===== src/rtl/gcla_pkg.sv =====
package gcla_pkg;
  localparam int GROUP_W = 3;

  // per-group strobes handed from the bit datapath to the lookahead logic
  typedef struct packed {
    logic [GROUP_W-1:0] gen;
    logic [GROUP_W-1:0] prop;
  } grpPg_t;
endpackage


===== src/rtl/gcla_bit_datapath.sv =====
module gcla_bit_datapath #(
  parameter int WIDTH = 30
) (
  input  logic [WIDTH-1:0] opA,
  input  logic [WIDTH-1:0] opB,
  input  logic [WIDTH-1:0] carryIn,
  output logic [WIDTH-1:0] genBits,
  output logic [WIDTH-1:0] propBits,
  output logic [WIDTH-1:0] sum
);
  genvar i;
  generate
    for (i = 0; i < WIDTH; i++) begin : g_bit
      assign genBits[i]  = opA[i] & opB[i];
      assign propBits[i] = opA[i] ^ opB[i];
      assign sum[i]      = propBits[i] ^ carryIn[i];
    end
  endgenerate
endmodule


===== src/rtl/gcla_group_lookahead.sv =====
module gcla_group_lookahead
  import gcla_pkg::*;
(
  input  grpPg_t               pg,
  input  logic                 grpCarryIn,
  output logic [GROUP_W-1:0]   bitCarryOut
);
  // flattened carry for bit j: gen[j] | prop[j]gen[j-1] | ... | prop[j..0]cin
  function automatic logic flatCarry(input grpPg_t s, input logic cin, input int j);
    logic acc;
    logic chain;
    acc   = 1'b0;
    chain = 1'b1;
    for (int k = GROUP_W - 1; k >= 0; k--) begin
      if (k <= j) begin
        acc   = acc | (chain & s.gen[k]);
        chain = chain & s.prop[k];
      end
    end
    return acc | (chain & cin);
  endfunction

  always_comb begin
    for (int j = 0; j < GROUP_W; j++) begin
      bitCarryOut[j] = flatCarry(pg, grpCarryIn, j);
    end
  end

  logic topCarry;
  assign topCarry = bitCarryOut[GROUP_W-1];

  always_comb begin
    if (&pg.prop) AST_FULL_PROPAGATE: assert (topCarry == grpCarryIn);
    if (pg.gen[GROUP_W-1]) AST_TOP_GENERATE: assert (topCarry);
    if (!pg.gen[GROUP_W-1] && !pg.prop[GROUP_W-1]) AST_TOP_KILL: assert (!topCarry);
  end
endmodule


===== src/rtl/gcla_carry_chain.sv =====
module gcla_carry_chain
  import gcla_pkg::*;
#(
  parameter int WIDTH = 30
) (
  input  logic [WIDTH-1:0] genBits,
  input  logic [WIDTH-1:0] propBits,
  input  logic             forceCarry,
  output logic [WIDTH-1:0] carryIn,
  output logic             carryOut
);
  localparam int NGROUPS = WIDTH / GROUP_W;

  logic [NGROUPS:0]  grpCarry;
  logic [WIDTH-1:0]  bitCarryOut;

  assign grpCarry[0] = forceCarry;

  genvar g;
  generate
    for (g = 0; g < NGROUPS; g++) begin : g_grp
      grpPg_t pg;
      assign pg.gen  = genBits[g*GROUP_W +: GROUP_W];
      assign pg.prop = propBits[g*GROUP_W +: GROUP_W];

      gcla_group_lookahead u_look (
        .pg          (pg),
        .grpCarryIn  (grpCarry[g]),
        .bitCarryOut (bitCarryOut[g*GROUP_W +: GROUP_W])
      );

      // group carries ripple from group to group
      assign grpCarry[g+1] = bitCarryOut[g*GROUP_W + GROUP_W - 1];
    end
  endgenerate

  assign carryIn  = {bitCarryOut[WIDTH-2:0], forceCarry};
  assign carryOut = grpCarry[NGROUPS];

  always_comb begin
    if (&propBits) AST_CHAIN_PASS: assert (carryOut == forceCarry);
  end
endmodule


===== src/rtl/gcla_adder.sv =====
module gcla_adder #(
  parameter int WIDTH = 30
) (
  input  logic [WIDTH-1:0] opA,
  input  logic [WIDTH-1:0] opB,
  input  logic             forceCarry,
  output logic [WIDTH-1:0] sum,
  output logic             carryOut
);
  logic [WIDTH-1:0] genBits;
  logic [WIDTH-1:0] propBits;
  logic [WIDTH-1:0] carryIn;

  gcla_bit_datapath #(.WIDTH(WIDTH)) u_dp (
    .opA      (opA),
    .opB      (opB),
    .carryIn  (carryIn),
    .genBits  (genBits),
    .propBits (propBits),
    .sum      (sum)
  );

  gcla_carry_chain #(.WIDTH(WIDTH)) u_chain (
    .genBits    (genBits),
    .propBits   (propBits),
    .forceCarry (forceCarry),
    .carryIn    (carryIn),
    .carryOut   (carryOut)
  );

  logic [WIDTH:0] refTotal;
  assign refTotal = {1'b0, opA} + {1'b0, opB} + {{WIDTH{1'b0}}, forceCarry};

  always_comb begin
    AST_SUM_MATCH: assert (sum == refTotal[WIDTH-1:0]);
    AST_OVERFLOW_CARRY: assert (carryOut == refTotal[WIDTH]);
  end
endmodule


===== config.mk =====
export PLATFORM = sky130hd
export DESIGN_NAME = gcla_adder
export DESIGN_NICKNAME = d
export VERILOG_FILES = /design/src/rtl/gcla_pkg.sv /design/src/rtl/gcla_bit_datapath.sv /design/src/rtl/gcla_group_lookahead.sv /design/src/rtl/gcla_carry_chain.sv /design/src/rtl/gcla_adder.sv
export SDC_FILE = /design/constraint.sdc
export NUM_CORES = 1
export LEC_CHECK = 0
export BUFFER_PORTS_ARGS = -buffer_cell sky130_fd_sc_hd__clkbuf_2
export CAP_MARGIN = 20
export CORE_AREA = 2 2 61 63
export DETAILED_ROUTE_END_ITERATION = 8
export DIE_AREA = 0 0 63 65
export PLACE_DENSITY = 0.79
export SYNTH_ARGS = -nofsm -noshare
export SYNTH_HDL_FRONTEND = slang
export SYNTH_SLANG_ARGS = --single-unit
export TNS_END_PERCENT = 100

===== constraint.sdc =====
create_clock -name vclk -period 3.7
set_input_delay 0.74 -clock vclk [all_inputs]
set_output_delay 0.74 -clock vclk [all_outputs]
set_load 0.01 [all_outputs]

After elaboration in Yosys (flattened, before gate mapping)
Index checks and enable logic that the tools add are counted.
{ "word_totals": {"register_bits": 0, "latch_bits": 0, "ramBits": 0, "mem_bits_ro": 0, "in_bits": 61, "out_inout_bits": 31, "wordCells": 240, "memories": 0} }
{ "op_classes": {"addsub": 0, "n_mul": 0, "div_mod_pow": 0, "n_lt_le_gt_ge": 0, "eq_ne": 0, "shifts": 0, "n_mux": 0, "bitwise": 240, "n_reduce_logical": 0} }
{ "op_table": {"columns": ["cell", "count"], "rows": [
  ["1-bit AND", 120],
  ["1-bit bitwise OR", 60],
  ["1-bit XOR", 60]
]} }

Longest topological paths before layout
{ "depth": {"depth_word": 24, "ltp_mapped": 11} }

By module
A second synthesis with hierarchy kept.
{ "unflattened": {"hier_cells": 111, "area_unflattened_um2": 1033.5} }
{ "modules_own_cells": {"columns": ["mod", "instances", "cells_per_inst", "area_each_um2"], "rows": [
  ["gcla_bit_datapath", 1, 60, 638.1],
  ["gcla_group_lookahead", 10, 5, 38.8],
  ["gcla_carry_chain", 1, 1, 7.5]
]} }

Worst setup path after synthesis
OpenSTA, ideal clock, no wires.
{ "synth_timing": {"path_type": "input-to-output", "startpoint": "input port opA[1]", "endpoint": "output port sum[25]", "t_arrival_ps": 2920, "required_time_ps": 2960, "slack_ps": 40, "stages": 11, "path_buffers": 0, "cell_sequence": "ha_1 -> a41oi_2 -> o21ai_2 -> a41o_4 -> nand3_4 -> nand2_4 -> a41o_1 -> a21oi_2 -> nand2b_1 -> fa_1 -> xor2_1"} }
{ "synth_between": {"elab_chain_len": 22, "elab_cells_between_ends": 27} }
{ "synth_lines": {"columns": ["element", "line_no", "rtl"], "rows": [
  ["start: declaration", "gcla_adder.sv:4", "input logic [WIDTH-1:0] opA,"],
  ["1-bit AND or 1-bit XOR (tied branches)", "gcla_bit_datapath.sv:14, gcla_bit_datapath.sv:15", null],
  ["1-bit AND (on tied branches)", "gcla_group_lookahead.sv:16, gcla_group_lookahead.sv:17", null],
  ["1-bit bitwise OR (tied with other cells)", "gcla_group_lookahead.sv:16", "acc = acc | (chain & s.gen[k]);"],
  ["1-bit bitwise OR or 1-bit AND (tied branches)", "gcla_group_lookahead.sv:16, gcla_group_lookahead.sv:20", null],
  ["1-bit bitwise OR (*)", "gcla_group_lookahead.sv:20", "return acc | (chain & cin);"],
  ["1-bit AND (*)", "gcla_group_lookahead.sv:20", null],
  ["1-bit bitwise OR (*)", "gcla_group_lookahead.sv:20", null],
  ["1-bit AND (*)", "gcla_group_lookahead.sv:20", null],
  ["[... 6 more ...]", null, null],
  ["1-bit bitwise OR (*)", "gcla_group_lookahead.sv:20", null],
  ["1-bit AND (*)", "gcla_group_lookahead.sv:20", null],
  ["1-bit bitwise OR (*)", "gcla_group_lookahead.sv:20", null],
  ["1-bit AND (*)", "gcla_group_lookahead.sv:20", null],
  ["1-bit bitwise OR (*)", "gcla_group_lookahead.sv:20", null],
  ["1-bit AND (*)", "gcla_group_lookahead.sv:20", null],
  ["1-bit bitwise OR (*)", "gcla_group_lookahead.sv:20", null],
  ["1-bit XOR (*)", "gcla_bit_datapath.sv:16", "assign sum[i] = propBits[i] ^ carryIn[i];"],
  ["end: declaration", "gcla_adder.sv:7", "output logic [WIDTH-1:0] sum,"]
]} }
Every way passes the cells marked *; elsewhere a longest branch is shown, timed or not.

Worst setup path after layout
{ "layout_timing": {"startpoint": "input port opA[10]", "endpoint": "output port sum[24]"} }
{ "layout_between": {"elab_chain_len": 14, "elab_cells_between_ends": 19} }
{ "layout_lines": {"columns": ["element", "line_no"], "rows": [
  ["1-bit AND or 1-bit XOR (tied branches)", "gcla_bit_datapath.sv:14, gcla_bit_datapath.sv:15"],
  ["1-bit AND (on tied branches)", "gcla_group_lookahead.sv:16, gcla_group_lookahead.sv:17"],
  ["1-bit bitwise OR (tied with other cells)", "gcla_group_lookahead.sv:16"],
  ["1-bit bitwise OR or 1-bit AND (tied branches)", "gcla_group_lookahead.sv:16, gcla_group_lookahead.sv:20"],
  ["1-bit bitwise OR (*)", "gcla_group_lookahead.sv:20"],
  ["1-bit AND (*)", "gcla_group_lookahead.sv:20"],
  ["1-bit bitwise OR (*)", "gcla_group_lookahead.sv:20"],
  ["1-bit AND (*)", "gcla_group_lookahead.sv:20"],
  ["1-bit bitwise OR (*)", "gcla_group_lookahead.sv:20"],
  ["1-bit AND (*)", "gcla_group_lookahead.sv:20"],
  ["1-bit bitwise OR (*)", "gcla_group_lookahead.sv:20"],
  ["1-bit AND (*)", "gcla_group_lookahead.sv:20"],
  ["1-bit bitwise OR (*)", "gcla_group_lookahead.sv:20"],
  ["1-bit XOR (*)", "gcla_bit_datapath.sv:16"]
]} }
Marks and branches as above.

==> report_table.html <==
<table>
<tr><th>Metric</th><th>Value</th></tr>
<tr><th colspan="2">Worst setup path</th></tr>
<tr><td>Data arrival time of the critical path</td><td>2970 ps</td></tr>
<tr><td>Critical path startpoint</td><td>opA[10]</td></tr>
<tr><td>Top cell family by delay on the critical path</td><td>compound AO/OA/AOI/OAI gates</td></tr>
<tr><td>Largest fanout of any net on the critical path</td><td>4</td></tr>
<tr><td>Element type at the critical path end</td><td>output pin</td></tr>
<tr><td>Endpoint of the most critical setup path</td><td>sum[24]</td></tr>
<tr><td>Critical path buffers and inverters</td><td>2</td></tr>
<tr><td>Worst setup path class</td><td>in -&gt; out</td></tr>
<tr><td>Required time of the critical path</td><td>approximately 3000 ps</td></tr>
<tr><td>Peak per-stage delay on the critical path</td><td>roughly 540 ps</td></tr>
<tr><td>Cell with the largest stage delay on the worst path</td><td>sky130_fd_sc_hd__fa_2</td></tr>
<tr><td>CP startpoint kind</td><td>input port</td></tr>
<tr><td>Total stage count of the critical path</td><td>12</td></tr>
<tr><td>Cell breakdown of the critical path</td><td>buf_6, ha_4, a21o_1, a21oi_2, nand3_2, o21ai_4, nand2_4, a41o_1, a21oi_2, nand2b_1, fa_2, buf_6</td></tr>
<tr><th colspan="2">Floorplanning</th></tr>
<tr><td>Core Box Area</td><td>3500 um^2</td></tr>
<tr><td>Die ar.</td><td>approximately 4000 um^2</td></tr>
<tr><td>Starting density of the core</td><td>0.380</td></tr>
<tr><td>Ports placed on the boundary</td><td>92</td></tr>
<tr><td>Total number of placement rows</td><td>22</td></tr>
<tr><td>Die H</td><td>~65 um</td></tr>
<tr><td>Horizontal extent of the die</td><td>~63 um</td></tr>
<tr><th colspan="2">Hold path</th></tr>
<tr><td>Hold WC Path Type</td><td>in -&gt; out</td></tr>
<tr><td>Worst hold path cell count</td><td>3</td></tr>
<tr><th colspan="2">STA</th></tr>
<tr><td>Transition time at the pin with the least slew margin</td><td>roughly 320 ps</td></tr>
<tr><td>Maximum frequency from static timing analysis</td><td>approximately 270 MHz</td></tr>
<tr><td>Final cycle utilization of the critical path</td><td>1.00</td></tr>
<tr><td>Number of setup violations in the final report</td><td>1</td></tr>
<tr><td>Slew headroom</td><td>0.783</td></tr>
<tr><td>Final period demand of the worst path</td><td>between 3000 and 4000 ps</td></tr>
<tr><td>Worst hold margin</td><td>about 1900 ps</td></tr>
<tr><td>Max-slew violation count</td><td>0</td></tr>
<tr><td>RSZ-0062 raised after global routing</td><td>true</td></tr>
<tr><td>Final number of hold-violating endpoints</td><td>0</td></tr>
<tr><td>Final critical-path setup slack</td><td>-6.38 ps</td></tr>
<tr><th colspan="2">Clock network</th></tr>
<tr><td>Post-CTS Hold Buffers</td><td>0</td></tr>
<tr><th colspan="2">Power and ir drop</th></tr>
<tr><td>Static Leakage</td><td>0.00120 uW</td></tr>
<tr><td>Power per Cell Area</td><td>between 150 and 200 nW/um^2</td></tr>
<tr><td>Overall power consumption</td><td>446 uW</td></tr>
<tr><td>Worst VDD drop</td><td>~0.000098 V</td></tr>
<tr><th colspan="2">Placement</th></tr>
<tr><td>Placed Instances</td><td>between 300 and 400</td></tr>
<tr><td>DP Worst Slack</td><td>-143 ps</td></tr>
<tr><td>Number of buffers added on ports</td><td>92</td></tr>
<tr><td>Global placement routability congestion</td><td>between 0.8 and 0.9</td></tr>
<tr><td>Final HPWL from detailed placement</td><td>around 3100 um</td></tr>
<tr><th colspan="2">Drt</th></tr>
<tr><td>Drt drc</td><td>0</td></tr>
<tr><td>Detailed-route wire length</td><td>3700 um</td></tr>
<tr><td>Average vias per placed instance</td><td>4.94</td></tr>
<tr><td>Routed Antenna Nets</td><td>0</td></tr>
<tr><td>DRT iter0 DRCs</td><td>43</td></tr>
<tr><td>Vias</td><td>roughly 1600</td></tr>
<tr><td>Post-detailed-route wirelength per cell</td><td>11.4 um</td></tr>
<tr><td>Number of detailed-route iterations in the first pass</td><td>4</td></tr>
<tr><th colspan="2">Layout</th></tr>
<tr><td>Final cell count without fillers</td><td>roughly 320</td></tr>
<tr><td>Utilization after layout</td><td>0.644</td></tr>
<tr><td>Register area</td><td>0 um^2</td></tr>
<tr><td>Net count reported at finish</td><td>around 380</td></tr>
<tr><td>Antenna diodes</td><td>0</td></tr>
<tr><td>Layout clock buffers</td><td>0</td></tr>
<tr><td>Sequential cells</td><td>0</td></tr>
<tr><td>Proportion of layout cells with a drive suffix above 1</td><td>0.571</td></tr>
<tr><td>Signed area change from the synthesized netlist to the final layout</td><td>69.6%</td></tr>
<tr><th colspan="2">Logic synthesis</th></tr>
<tr><td>Gate count of the mapped netlist</td><td>152</td></tr>
<tr><td>Number of library cell types mapped by synthesis</td><td>36</td></tr>
<tr><td>Post-Syn Area per Cell</td><td>8.73 um^2</td></tr>
<tr><td>Net count of the mapped netlist</td><td>approximately 250</td></tr>
<tr><td>Area share of the largest cell type after synthesis</td><td>0.283</td></tr>
<tr><td>Post-Syn Area</td><td>between 1000 and 1500 um^2</td></tr>
<tr><td>Area leader, netlist</td><td>sky130_fd_sc_hd__ha_1</td></tr>
<tr><td>Sequential share of the synthesized area</td><td>0</td></tr>
<tr><td>Number of warnings reported in the yosys synthesis log</td><td>0</td></tr>
<tr><td>Synth top area cells</td><td>sky130_fd_sc_hd__ha_1 28%, sky130_fd_sc_hd__fa_1 15%, sky130_fd_sc_hd__xor2_1 5.9%, sky130_fd_sc_hd__xnor2_1 5.3%, sky130_fd_sc_hd__a21oi_1 4.9%</td></tr>
<tr><th colspan="2">Job</th></tr>
<tr><td>Max Cap Viol</td><td>0</td></tr>
<tr><th colspan="2">Status</th></tr>
<tr><td>Result of the run</td><td>finished with violations</td></tr>
<tr><td>Violated checks</td><td>negative setup slack</td></tr>
<tr><th colspan="2">Global routing</th></tr>
<tr><td>Overflow left after global routing</td><td>0</td></tr>
<tr><td>Antenna violations before repair</td><td>0</td></tr>
<tr><td>Global-route wire length before repair</td><td>slightly above 6000 um</td></tr>
<tr><td>Maximum number of pins on one net before global-route repair</td><td>6</td></tr>
<tr><td>GRT Total Usage</td><td>0.178</td></tr>
<tr><td>Vias in the first global route</td><td>approximately 1600</td></tr>
</table>
-- cell families (layout without fill, tap and decap cells) --
family | after synthesis | count (layout) | synth area share
XOR/XNOR | 17 | 17 | 0.112
adder cells (fa/ha/maj) | 40 | 40 | 0.434
buffers and inverters | 9 | 132 | 0.0254
AND/OR/NAND/NOR | 38 | 38 | 0.155
AO/OA/AOI/OAI | 48 | 48 | 0.274
-- worst min-delay path by stage --
| stage | start | to | slack, ps |
|---|---|---|---|
| finish | opB[12] | sum[12] | 1850 |
| global route | opB[6] | sum[6] | 1890 |
| CTS | opB[12] | sum[12] | 1860 |
| detailed placement | opB[12] | sum[12] | 1860 |
| global placement | opB[6] | sum[6] | 1860 |
| floorplan | opB[12] | sum[12] | 1670 |
-- layer usage --
layer | GRT usage | vias up | part of all wire
li1 | - | 810 | -
met2 | 0.363 | 78 | 0.50
met3 | 0.0139 | 4 | 0.073
met4 | 0.0194 | 0 | 0.014
met1 | 0.205 | 705 | 0.41
met5 | 0 | - | 0
-- report_power, final --
| part | internal [uW] | total [uW] | switching, uW |
|---|---|---|---|
| logic | 230 | 446 | 216 |
| clock network | 0 | 0 | 0 |
| registers | 0 | 0 | 0 |
| total | 230 | 446 | 216 |
-- cell usage in the layout (no fill, tap or decap), types with 3 or more instances in the layout --
cell type	n
sky130_fd_sc_hd__inv_1	9
sky130_fd_sc_hd__a21oi_2	8
sky130_fd_sc_hd__buf_2	3
sky130_fd_sc_hd__xnor2_1	8
sky130_fd_sc_hd__ha_1	23
sky130_fd_sc_hd__nand3_1	4
sky130_fd_sc_hd__clkbuf_2	85
sky130_fd_sc_hd__o21ai_2	4
sky130_fd_sc_hd__buf_6	3
sky130_fd_sc_hd__a21o_1	8
sky130_fd_sc_hd__o21a_1	5
sky130_fd_sc_hd__nor3_1	4
sky130_fd_sc_hd__xor2_1	9
sky130_fd_sc_hd__fa_1	6
sky130_fd_sc_hd__nor2_1	9
sky130_fd_sc_hd__ha_4	6
sky130_fd_sc_hd__a21oi_1	8
sky130_fd_sc_hd__buf_4	31
sky130_fd_sc_hd__nand2_1	5
sky130_fd_sc_hd__nand2b_1	3
sky130_fd_sc_hd__fa_2	4
-- through the flow --
stage               cell area (um^2)  setup TNS (ps)
finish                          2250           -6.38
global route                    2250            -499
CTS                             2180            -139
detailed placement              2040            -579
floorplan                       1330               0
global placement                2040            -337
-- repair_timing --
item                       in CTS  in global routing
gates resized for setup        16                 18
setup endpoints to repair       7                  9
setup buffers                   5                  1
pin swaps                       9                 16
-- synth_stat cells (2+ instances only) --
| cell | instances |
|---|---|
| sky130_fd_sc_hd__a21oi_1 | 13 |
| sky130_fd_sc_hd__xnor2_1 | 8 |
| sky130_fd_sc_hd__and3_1 | 2 |
| sky130_fd_sc_hd__o21a_1 | 5 |
| sky130_fd_sc_hd__o21ai_1 | 2 |
| sky130_fd_sc_hd__inv_1 | 9 |
| sky130_fd_sc_hd__nor3_1 | 4 |
| sky130_fd_sc_hd__fa_1 | 10 |
| sky130_fd_sc_hd__nor2_1 | 10 |
| sky130_fd_sc_hd__nand2b_1 | 3 |
| sky130_fd_sc_hd__o21ai_0 | 3 |
| sky130_fd_sc_hd__a21o_1 | 8 |
| sky130_fd_sc_hd__xor2_1 | 9 |
| sky130_fd_sc_hd__nand2_1 | 5 |
| sky130_fd_sc_hd__a31oi_1 | 2 |
| sky130_fd_sc_hd__a21oi_2 | 3 |
| sky130_fd_sc_hd__nand4_1 | 2 |
| sky130_fd_sc_hd__nand3_1 | 5 |
| sky130_fd_sc_hd__o21ai_2 | 2 |
| sky130_fd_sc_hd__ha_1 | 30 |
| sky130_fd_sc_hd__nor2b_1 | 2 |
-- final cells by class --
type / count / area [um^2]
well taps: 48 / 60.1
multi-input cells: 143 / 1440
inverters: 9 / 33.8
repair buffers: 123 / 721
fillers: 314 / 1240
(Power assumes the default switching activity.)
